$ cat src/rtl/int_alu_pkg.sv
// Package: shared operation codes for the single-cycle ALU.
// Assumes a 16-bit instruction word; widths used by the modules are parameters.
package int_alu_pkg;
    typedef enum logic [2:0] {
        OP_DEC  = 3'd0,
        OP_SXB  = 3'd1,
        OP_SXW  = 3'd2,
        OP_ZXB  = 3'd3,
        OP_ZXW  = 3'd4,
        OP_NEG  = 3'd5,
        OP_NEGB = 3'd6,
        OP_BAD  = 3'd7
    } alu_op_e;
endpackage

$ cat src/rtl/int_alu_decode.sv
// Module: int_alu_decode
// Maps a 16-bit instruction word to one of the supported operations or OP_BAD.
// Assumes the major opcode sits in bits [15:12] and the sub-op in the low bits.
module int_alu_decode
    import int_alu_pkg::*;
#(
    parameter int INSN_W = 16
) (
    input  logic [INSN_W-1:0] insn_i,
    output alu_op_e           op_o
);
    localparam int MAJ_LSB = INSN_W - 4;

    logic [3:0] major;
    logic [3:0] sub;
    logic [7:0] low8;

    assign major = insn_i[INSN_W-1:MAJ_LSB];
    assign sub   = insn_i[3:0];
    assign low8  = insn_i[7:0];

    // Classify the instruction word by major group and sub-op field.
    always_comb begin
        op_o = OP_BAD;
        if (major == 4'h4 && low8 == 8'h10) begin
            op_o = OP_DEC;
        end else if (major == 4'h6) begin
            case (sub)
                4'hE:    op_o = OP_SXB;
                4'hF:    op_o = OP_SXW;
                4'hC:    op_o = OP_ZXB;
                4'hD:    op_o = OP_ZXW;
                4'hB:    op_o = OP_NEG;
                4'hA:    op_o = OP_NEGB;
                default: op_o = OP_BAD;
            endcase
        end
    end
endmodule

$ cat src/rtl/int_alu_datapath.sv
// Module: int_alu_datapath
// Combinational result and next-T computation for one decoded operation.
// Assumes DATA_W >= 16 so byte and halfword extension fields exist.
module int_alu_datapath
    import int_alu_pkg::*;
#(
    parameter int DATA_W = 32
) (
    input  alu_op_e           op_i,
    input  logic [DATA_W-1:0] rm_i,
    input  logic [DATA_W-1:0] rn_i,
    input  logic              t_i,
    output logic [DATA_W-1:0] res_o,
    output logic              t_o
);
    localparam int BYTE_W = 8;
    localparam int HALF_W = 16;

    logic [DATA_W-1:0] dec_val;
    logic [DATA_W:0]   negb_full;
    logic [DATA_W-1:0] ext_val [4];

    // Decrement with natural wrap-around.
    assign dec_val   = rn_i - {{(DATA_W-1){1'b0}}, 1'b1};
    // Widened subtraction: the top bit is the borrow out.
    assign negb_full = {(DATA_W+1){1'b0}} - {1'b0, rm_i} - {{DATA_W{1'b0}}, t_i};

    // Extension variants: index bit0 picks halfword, bit1 picks sign.
    for (genvar g = 0; g < 4; g++) begin : g_ext
        localparam int FW = (g % 2 == 1) ? HALF_W : BYTE_W;
        localparam bit SG = (g >= 2);
        assign ext_val[g] = {{(DATA_W-FW){SG ? rm_i[FW-1] : 1'b0}}, rm_i[FW-1:0]};
    end

    // Select result and T update per operation.
    always_comb begin
        res_o = '0;
        t_o   = t_i;
        unique case (op_i)
            OP_DEC: begin
                res_o = dec_val;
                t_o   = (dec_val == '0);
            end
            OP_ZXB:  res_o = ext_val[0];
            OP_ZXW:  res_o = ext_val[1];
            OP_SXB:  res_o = ext_val[2];
            OP_SXW:  res_o = ext_val[3];
            OP_NEG:  res_o = '0 - rm_i;
            OP_NEGB: begin
                res_o = negb_full[DATA_W-1:0];
                t_o   = negb_full[DATA_W];
            end
            default: begin
                res_o = '0;
                t_o   = t_i;
            end
        endcase
    end
endmodule

$ cat src/rtl/int_alu_tflag.sv
// Module: int_alu_tflag (top)
// Decodes an issued instruction, computes its result and T update, and
// registers write-back outputs one edge later. Synchronous active-low reset.
// Assumes the caller holds the operands stable with issue_i for the whole cycle.
module int_alu_tflag
    import int_alu_pkg::*;
#(
    parameter int DATA_W = 32,
    parameter int INSN_W = 16
) (
    input  logic              clk,
    input  logic              rst_n,
    input  logic              issue_i,
    input  logic [INSN_W-1:0] insn_i,
    input  logic [DATA_W-1:0] rm_val_i,
    input  logic [DATA_W-1:0] rn_val_i,
    input  logic              t_i,
    output logic [DATA_W-1:0] rn_result_o,
    output logic              wr_en_o,
    output logic              t_next_o,
    output logic              illegal_o
);
    alu_op_e           op;
    logic [DATA_W-1:0] res_c;
    logic              t_c;
    logic              op_bad;

    int_alu_decode #(.INSN_W(INSN_W)) u_dec (
        .insn_i (insn_i),
        .op_o   (op)
    );

    int_alu_datapath #(.DATA_W(DATA_W)) u_dp (
        .op_i  (op),
        .rm_i  (rm_val_i),
        .rn_i  (rn_val_i),
        .t_i   (t_i),
        .res_o (res_c),
        .t_o   (t_c)
    );

    assign op_bad = (op == OP_BAD);

    // Register write-back outputs; idle cycles pass T through and write nothing.
    always_ff @(posedge clk) begin
        if (!rst_n) begin
            rn_result_o <= '0;
            wr_en_o     <= 1'b0;
            t_next_o    <= 1'b0;
            illegal_o   <= 1'b0;
        end else if (issue_i) begin
            rn_result_o <= op_bad ? '0 : res_c;
            wr_en_o     <= !op_bad;
            t_next_o    <= op_bad ? t_i : t_c;
            illegal_o   <= op_bad;
        end else begin
            rn_result_o <= '0;
            wr_en_o     <= 1'b0;
            t_next_o    <= t_i;
            illegal_o   <= 1'b0;
        end
    end

    AST_DEC_ZERO_TEST: assert property (@(posedge clk) disable iff (!rst_n)
        issue_i && op == OP_DEC |=> t_next_o == (rn_result_o == '0));
    AST_KEEP_T: assert property (@(posedge clk) disable iff (!rst_n)
        issue_i && (op == OP_SXB || op == OP_SXW || op == OP_ZXB || op == OP_ZXW || op == OP_NEG)
        |=> t_next_o == $past(t_i));
    AST_NEGB_BORROW: assert property (@(posedge clk) disable iff (!rst_n)
        issue_i && op == OP_NEGB |=> t_next_o == (($past(rm_val_i) != '0) || $past(t_i)));
    AST_BAD_NO_WRITE: assert property (@(posedge clk) disable iff (!rst_n)
        issue_i && op == OP_BAD |=> illegal_o && !wr_en_o && t_next_o == $past(t_i));
    AST_WR_ILL_EXCL: assert property (@(posedge clk) disable iff (!rst_n)
        !(wr_en_o && illegal_o));
    AST_IDLE_QUIET: assert property (@(posedge clk) disable iff (!rst_n)
        !issue_i |=> !wr_en_o && !illegal_o && t_next_o == $past(t_i));
endmodule

$ cat config.mk
export PLATFORM = sky130hd
export DESIGN_NAME = int_alu_tflag
export DESIGN_NICKNAME = d
export VERILOG_FILES = /design/src/rtl/int_alu_pkg.sv /design/src/rtl/int_alu_decode.sv /design/src/rtl/int_alu_datapath.sv /design/src/rtl/int_alu_tflag.sv
export SDC_FILE = /design/constraint.sdc
export NUM_CORES = 1
export LEC_CHECK = 0
export BUFFER_PORTS_ARGS = -buffer_cell sky130_fd_sc_hd__buf_4
export CAP_MARGIN = 15
export CORE_ASPECT_RATIO = 0.5
export CORE_MARGIN = 2
export CORE_UTILIZATION = 56
export DETAILED_ROUTE_END_ITERATION = 10
export PLACE_DENSITY_LB_ADDON = 0.3
export SYNTH_ARGS = -nofsm -noshare
export SYNTH_HDL_FRONTEND = slang
export SYNTH_SLANG_ARGS = --single-unit
$ cat constraint.sdc
create_clock -name clk -period 4.1 [get_ports clk]
set_input_delay 0.82 -clock clk [delete_from_list [all_inputs] [get_ports clk]]
set_output_delay 0.82 -clock clk [all_outputs]
set_load 0.05 [all_outputs]
==> results.toml, run 1 <==
[clocking]
htreeDepth = 2
clkTransAtPathRegs_ps = 60
post_cts_resized = 0
ctsHoldBuffers = 0
clk_path_buf_depth = 2
cts_root_buf = "clkbuf_16"
cts_tree = "done"
cts_sinks = 35
cts_setup_buffers = 0
cts_buffers = 5

[timing]
fmax_ghz = 0.274
final_max_slew_viol_count = 0
setup_viol = 0
hold_violations = 0
timing.final.crit_share_pct = 89.2
rsz0062_at_grt = "no"
slew_headroom_pct = 50.6
min_period_ps = 3660
tns_ps = 0
tightest_slew_ps = 741
final.setup.worst_slack_ps = 445

[floorplan]
die_w_um = 139
top_level_ports = 119
die_y_um = 71.7
start_util_pct = 58.4
dieArea_mm2 = 0.0100
std_cell_rows = 24
core_mm2 = 0.00880

[yosys]
mappedNetlistArea_mm2 = 0.00514
synth_cells = 706
synth_nets = 859
synthFlopType = "dfxtp_1"
async_reset_ff_share_pct = 0
ys_seq_elements = 35
yosysUniqueCellTypes = 74
synth_edf_count = 0
synth_seq_area_share_pct = 13.6
syn_area_per_cell_um2 = 7.28
yosys_warnings = 0

[finish]
utilization_pct = 72.6
layout.nets = 984
layout_common_cells = "buf_4 (137), nor2_1 (71), ha_1 (69)"
multi_input_area_mm2 = 0.00409
ff_latch_area_um2 = 701
postLayoutCellArea_mm2 = 0.00639
antenna_cells = 0
final_common_cell = "buf_4"
area_growth_pct = 24.3
drive_gt1_share_pct = 20.1
nFillCells = 753

[pwr]
peakVddDrop_uv = 162
power_uw = 1270
switching_share_pct = 34.2
power.density_mw_per_mm2 = 198
intPower_uw = 833
switching_power_uw = 432
p_seq_share_pct = 27.0
combPwrFrac_pct = 37.1
p_leak_uw = 0.00274
p_clk_share_pct = 35.9

[drt]
ant_nets = 0
top_layer_used = "met4"
wirelength_um = 16800
post_drt_wl_per_cell_um = 17.7
wl_met3_um = 1920
first_pass_iters = 8
wl_met1_um = 7200
drc_errors = 1
vias_per_cell = 6.18
route.met2.wl_um = 7180
drt_iter0_markers = 611
dr_total_vias = 5869

[global_routing]
grt_overflow_total = 0
grt.total_usage_pct = 32.6
grt_max_degree = 21
grt_pass1_wl_um = 26300
antenna_found_initial = 0
grt_pass1_vias = 5412

[worst_setup_path]
critPathLaunch = "rm_val_i[0]"
end_kind = "flip-flop"
cp_data_arrival_time_ps = 3830
start_kind = "primary input"
crit_type = "primary input to flip-flop"
critPathMaxFanout = 4
worstPathRequired_ps = 4270

[placed_design]
port_buffers = 114
dpl_cell_area_mm2 = 0.00622
gp_congestion = 0.963
hpwl_um = 13600
post-place-ws_ps = 189

[min_path]
holdCritStartpoint = "rm_val_i[4]"
hold_end = "rn_result_o[4]"
hold_path_class = "primary input to flip-flop"
holdPathStages = 3

[outcome]
status = "complete, but fails checks"
violations = "design-rule violations"

[job]
max-cap-violations = 0
-- cell usage after synthesis, types with 4 or more instances --
cell	instances	area share (%)
inv_1	67	4.9
xnor2_1	46	7.8
nand4_1	10	1.2
o41ai_1	7	1.2
a221oi_1	9	1.5
dfxtp_1	35	14
xor2_1	22	3.7
a2111oi_0	7	1.2
or3_1	11	1.3
and2_1	6	0.73
a211oi_1	9	1.3
nor3_1	20	1.9
nor2_1	71	5.2
clkbuf_1	13	0.95
a31oi_1	8	0.97
o21ai_0	35	3.4
o31ai_1	12	1.8
nor4_1	10	1.2
or2_2	4	0.49
nand2b_1	5	0.61
nor2b_1	5	0.61
or4_1	6	0.88
a21o_1	4	0.58
ha_1	69	17
o21bai_1	7	1.0
a21oi_1	48	4.7
nand3_1	16	1.6
o22ai_1	11	1.3
nand2_1	61	4.5
-- cell type report --
cell class | instances | share of cell area, %
flip-flops and latches | 35 | 11.0
multi-input cells | 585 | 64.0
inverters | 67 | 3.94
clock inverters | 3 | 0.744
clock buffers | 5 | 1.96
repair buffers | 137 | 16.1
well taps | 117 | 2.29
-- critical path, stage by stage --
cell       delay, ps
buf_4            100
inv_1             50
ha_1             190
ha_1             200
inv_1             60
ha_1             180
o21bai_1          80
a21oi_1          250
o31ai_1          140
a221oi_1         660
o21bai_1         270
a21oi_1          310
a2bb2oi_1        270
a41oi_1          140
o41ai_1          100
-- stage by stage --
step,hold slack (ps),instances
6_report,792,949
2_1_floorplan,956,706
5_1_grt,811,949
3_3_place_gp,1070,941
4_1_cts,792,949
3_5_place_dp,1080,941
-- metal layers --
layer / track usage (%) / up-vias
met2: 51.6 / 339
met5: 0 / -
met1: 45.2 / 2684
met4: 11.9 / 0
li1: - / 2798
met3: 5.61 / 48
-- worst max path at each step --
stage / end / slack [ps] / cells after the start
floorplan: rn_result_o[30] / 760 / 12
global placement: rn_result_o[29] / 300 / 15
detailed placement: rn_result_o[29] / 190 / 15
CTS: rn_result_o[29] / 490 / 15
global route: rn_result_o[19] / 120 / 15
finish: rn_result_o[29] / 440 / 15
-- power groups by stage --
stage | combinational [uW] | clock [uW] | sequential (uW)
after floorplan | 282 | 0 | 354
after global placement | 449 | 0 | 349
after detailed placement | 455 | 0 | 349
after CTS | 459 | 453 | 342
after global routing | 511 | 474 | 341
final | 470 | 454 | 342
-- logic make-up (layout without fill, tap and decap cells) --
family	after synthesis	after routing	share of synthesized area (%)
buffers and inverters	86	212	6.77
AND/OR/NAND/NOR	251	251	25.0
flip-flops	35	35	13.6
AO/OA/AOI/OAI	195	195	25.8
adder cells (fa/ha/maj)	69	69	16.8
multiplexers	1	1	0.195
XOR/XNOR	69	69	11.9
-- registers in the layout, indices dropped and copies added, names as in the netlist --
register	count
illegal_o	1
t_next_o	1
rn_result_o	32
wr_en_o	1
No activity file was read; power rests on OpenSTA's default activity.
==> run 2: changes to the inputs <==
==> constraint.sdc (replaced) <==
create_clock -name clk -period 4 [get_ports clk]
set_input_delay 0.8 -clock clk [delete_from_list [all_inputs] [get_ports clk]]
set_output_delay 0.8 -clock clk [all_outputs]
set_load 0.01 [all_outputs]
==> results.toml, run 2 (synthesis gave the netlist of run 1 again) <==
[floorplan]
die_y_um = 71.7
top_level_ports = 119
std_cell_rows = 24
start_util_pct = 58.4
die_w_um = 139
core_mm2 = 0.00880
dieArea_mm2 = 0.0100

[placed_design]
hpwl_um = 14000
gp_congestion = 0.965
dpl_cell_area_mm2 = 0.00626
dp_cells = 946
port_buffers = 114

[timing]
setup_viol = 0
hold_violations = 0
fmax_ghz = 0.279
min_period_ps = 3590
slew_headroom_pct = 43.2
final_max_slew_viol_count = 0
tns_ps = 0
rsz0062_at_grt = "no"
tightest_slew_ps = 830
hold_slack_ps = 763
timing.final.crit_share_pct = 89.7

[worst_setup_path]
critPathLaunch = "rm_val_i[0]"
endpoint = "rn_result_o[31]"
cp_data_arrival_time_ps = 3770
start_kind = "primary input"
critPathMaxFanout = 4
crit_buf_inv = 4
cpMostUsedCell = "ha_1"
cpPeakStageDelay_ps = 440
worstPathRequired_ps = 4180
crit_chain = "buf_4, inv_1, ha_1, ha_1, inv_1, ha_1, o21bai_1, a21oi_1, o31ai_1, a221oi_1, o21ba_2, o31ai_1, buf_4, a21oi_1, o22ai_1, a41o_1"
cp.depth = 16
cp_top_family = "compound AO/OA/AOI/OAI gates"
crit_type = "primary input to flip-flop"
end_kind = "flip-flop"
slowest_stage = "a221oi_1"

[drt]
ant_nets = 0
first_pass_iters = 6
drt_iter0_markers = 666
drc_errors = 0
wirelength_um = 17400
vias_per_cell = 6.23
dr_total_vias = 5942
post_drt_wl_per_cell_um = 18.2

[pwr]
p_leak_uw = 0.00277
p_seq_share_pct = 26.6
switching_share_pct = 34.9
combPwrFrac_pct = 37.2
p_clk_share_pct = 36.2
power.density_mw_per_mm2 = 205
intPower_uw = 857
peakVddDrop_uv = 215
switching_power_uw = 459

[job]
max-cap-violations = 0

[finish]
nFillCells = 756
layout_common_cells = "buf_4 (142), nor2_1 (71), ha_1 (69)"
drive_gt1_share_pct = 20.5
finalNonFillerCells = 954
postLayoutCellArea_mm2 = 0.00643
largest_register_ffs = 32
layout.nets = 989
area_growth_pct = 25.1
multi_input_area_mm2 = 0.00409
ff_latch_area_um2 = 701
final_common_cell = "buf_4"
antenna_cells = 0
top_register = "rn_result_o"
utilization_pct = 73.1

[clocking]
cts_buffers = 5
clk_path_buf_depth = 2
ctsHoldBuffers = 0
cts_setup_buffers = 0
htreeDepth = 2
cts_root_buf = "clkbuf_16"
cts_tree = "done"
clkTransAtPathRegs_ps = 70
cts_sinks = 35
post_cts_resized = 0

[min_path]
hold_path_class = "primary input to flip-flop"
holdPathStages = 3

[global_routing]
grt.total_usage_pct = 34.0
antenna_found_initial = 0
grt_pass1_vias = 5586
grt_pass1_wl_um = 27500
grt_max_degree = 17
grt_overflow_total = 0

[outcome]
status = "finished clean"
[run 2: layout make-up]
class | instances | area share (%)
Clock buffer | 5 | 1.95
Clock inverter | 3 | 0.740
Inverter | 67 | 3.91
Multi-Input combinational cell | 585 | 63.6
Sequential cell | 35 | 10.9
Tap cell | 117 | 2.28
Timing Repair Buffer | 142 | 16.6
[run 2: stage by stage]
step / setup slack (ps) / power [uW]
after detailed placement: 166 / 829
after floorplan: 680 / 647
after global placement: 215 / 818
after CTS: 457 / 1300
after global routing: 189 / 1370
final: 411 / 1320
[run 2: how the worst min path moves through the flow]
stage	from	to	slack, ps
5_1_grt	rm_val_i[4]	rn_result_o[4]	780
6_report	rm_val_i[4]	rn_result_o[4]	760
3_5_place_dp	rm_val_i[4]	rn_result_o[4]	1060
4_1_cts	rm_val_i[4]	rn_result_o[4]	770
2_1_floorplan	rm_val_i[7]	rn_result_o[7]	940
3_3_place_gp	rm_val_i[4]	rn_result_o[4]	1050
[run 2: layer usage]
metal  GRT usage, %  vias up  wire, um
met4           10.4        0       386
li1               -     2805         -
met3           5.75       50      1800
met5              0        -         0
met2           55.6      336      7640
met1           46.3     2751      7520
[run 2: worst min-delay path, delay by kind of cell]
kind            cells  cell delay (ps)
simple gates        1               70
buf+inv             1               90
compound gates      1               50
[run 2: power by group through the flow]
stage	Sequential, uW	Clock (uW)	Combinational [uW]
5_1_grt	350	487	530
2_1_floorplan	359	0	289
3_5_place_dp	358	0	471
6_report	350	476	489
4_1_cts	350	471	475
3_3_place_gp	358	0	460
==> run 3: changes to the inputs <==
==> constraint.sdc (replaced) <==
create_clock -name clk -period 3.5 [get_ports clk]
set_input_delay 0.7 -clock clk [delete_from_list [all_inputs] [get_ports clk]]
set_output_delay 0.7 -clock clk [all_outputs]
set_load 0.01 [all_outputs]
==> results.toml, run 3 (synthesis gave the netlist of run 1 again) <==
[finish]
antenna_cells = 0
top_register = "rn_result_o"
area_growth_pct = 33.0
final_common_cell = "buf_4"
utilization_pct = 77.7
largest_register_ffs = 32
finalNonFillerCells = 1002
layout.nets = 1037
layout_common_cells = "buf_4 (186), nor2_1 (71), ha_1 (69)"
postLayoutCellArea_mm2 = 0.00684
drive_gt1_share_pct = 25.1

[clocking]
cts_setup_buffers = 0
cts_sinks = 35
clk_path_buf_depth = 2
htreeDepth = 2
cts_tree = "done"
cts_buffers = 5
ctsHoldBuffers = 0
cts_root_buf = "clkbuf_16"
post_cts_resized = 0
clkTransAtPathRegs_ps = 60

[pwr]
peakVddDrop_uv = 195
p_leak_uw = 0.00301
p_seq_share_pct = 27.1
power.density_mw_per_mm2 = 216
switching_power_uw = 514
combPwrFrac_pct = 40.7
switching_share_pct = 34.8
p_clk_share_pct = 32.2
intPower_uw = 962

[floorplan]
die_y_um = 71.7
top_level_ports = 119
start_util_pct = 58.4
core_mm2 = 0.00880
std_cell_rows = 24
dieArea_mm2 = 0.0100
die_w_um = 139

[timing]
slew_headroom_pct = 45.3
hold_violations = 0
final_max_slew_viol_count = 0
fmax_ghz = 0.301
timing.final.crit_share_pct = 94.8
min_period_ps = 3320
hold_slack_ps = 688
setup_viol = 0
tightest_slew_ps = 800

[placed_design]
dp_cells = 994
hpwl_um = 14400
dpl_cell_area_mm2 = 0.00667
port_buffers = 114
gp_congestion = 1.02

[global_routing]
grt_pass1_wl_um = 27900
antenna_found_initial = 0
grt.total_usage_pct = 34.6
grt_overflow_total = 0
grt_pass1_vias = 5654
grt_max_degree = 25

[worst_setup_path]
cp_data_arrival_time_ps = 3500
start_kind = "primary input"
worstPathRequired_ps = 3680
critPathMaxFanout = 3
end_kind = "flip-flop"
crit_type = "primary input to flip-flop"

[drt]
drc_errors = 0
first_pass_iters = 6
wirelength_um = 17800
vias_per_cell = 6.12
drt_iter0_markers = 635
dr_total_vias = 6133
post_drt_wl_per_cell_um = 17.8
ant_nets = 0

[outcome]
status = "finished clean"

[min_path]
hold_path_class = "primary input to flip-flop"

[job]
max-cap-violations = 0
-- run 3: cell type report --
class | instances | area (um2)
flip-flops and latches | 35 | 701
multi-input cells | 585 | 4110
repair buffers | 190 | 1480
well taps | 117 | 146
clock inverters | 2 | 16.3
fillers | 691 | 1960
clock buffers | 6 | 139
inverters | 67 | 251
-- run 3: per-layer routing --
metal,GRT usage [%],part of all wire [%],vias to the layer above,wire length (um)
li1,-,-,2920,-
met1,46.6,43,2815,7620
met2,58.6,45,349,7930
met3,5.28,11,49,1870
met4,8.87,2.2,0,399
met5,0,0,-,0
-- run 3: power by group through the flow --
stage / logic [uW] / registers [uW] / clock network [uW]
after global routing: 649 / 400 / 493
after CTS: 584 / 400 / 477
after floorplan: 330 / 410 / 0
final: 600 / 400 / 476
after detailed placement: 579 / 409 / 0
after global placement: 567 / 409 / 0
-- run 3: worst paths after layout --
kind               startpoint  depth (start not counted)              to  slack [ps]
hold / removal    rm_val_i[4]                          3  rn_result_o[4]         690
setup / recovery  rm_val_i[0]                         15        t_next_o         180
-- run 3: per-stage QoR --
step                total power (uW)  TNS (ps)  setup WS [ps]
finish                          1480         0            180
global placement                 976      -179           -102
global route                    1540     -6.54          -6.54
CTS                             1460         0            172
detailed placement               988      -234           -115
floorplan                        740         0            280
-- run 3: critical path, cell delays in order --
cell	delay, ps
buf_4	90
inv_1	50
ha_1	190
ha_1	200
a211o_1	330
a221oi_2	320
nor4b_1	100
buf_4	170
a2111oi_2	390
a21oi_1	180
nor3_2	250
nor4_1	70
buf_4	140
mux2i_1	110
a31o_1	210
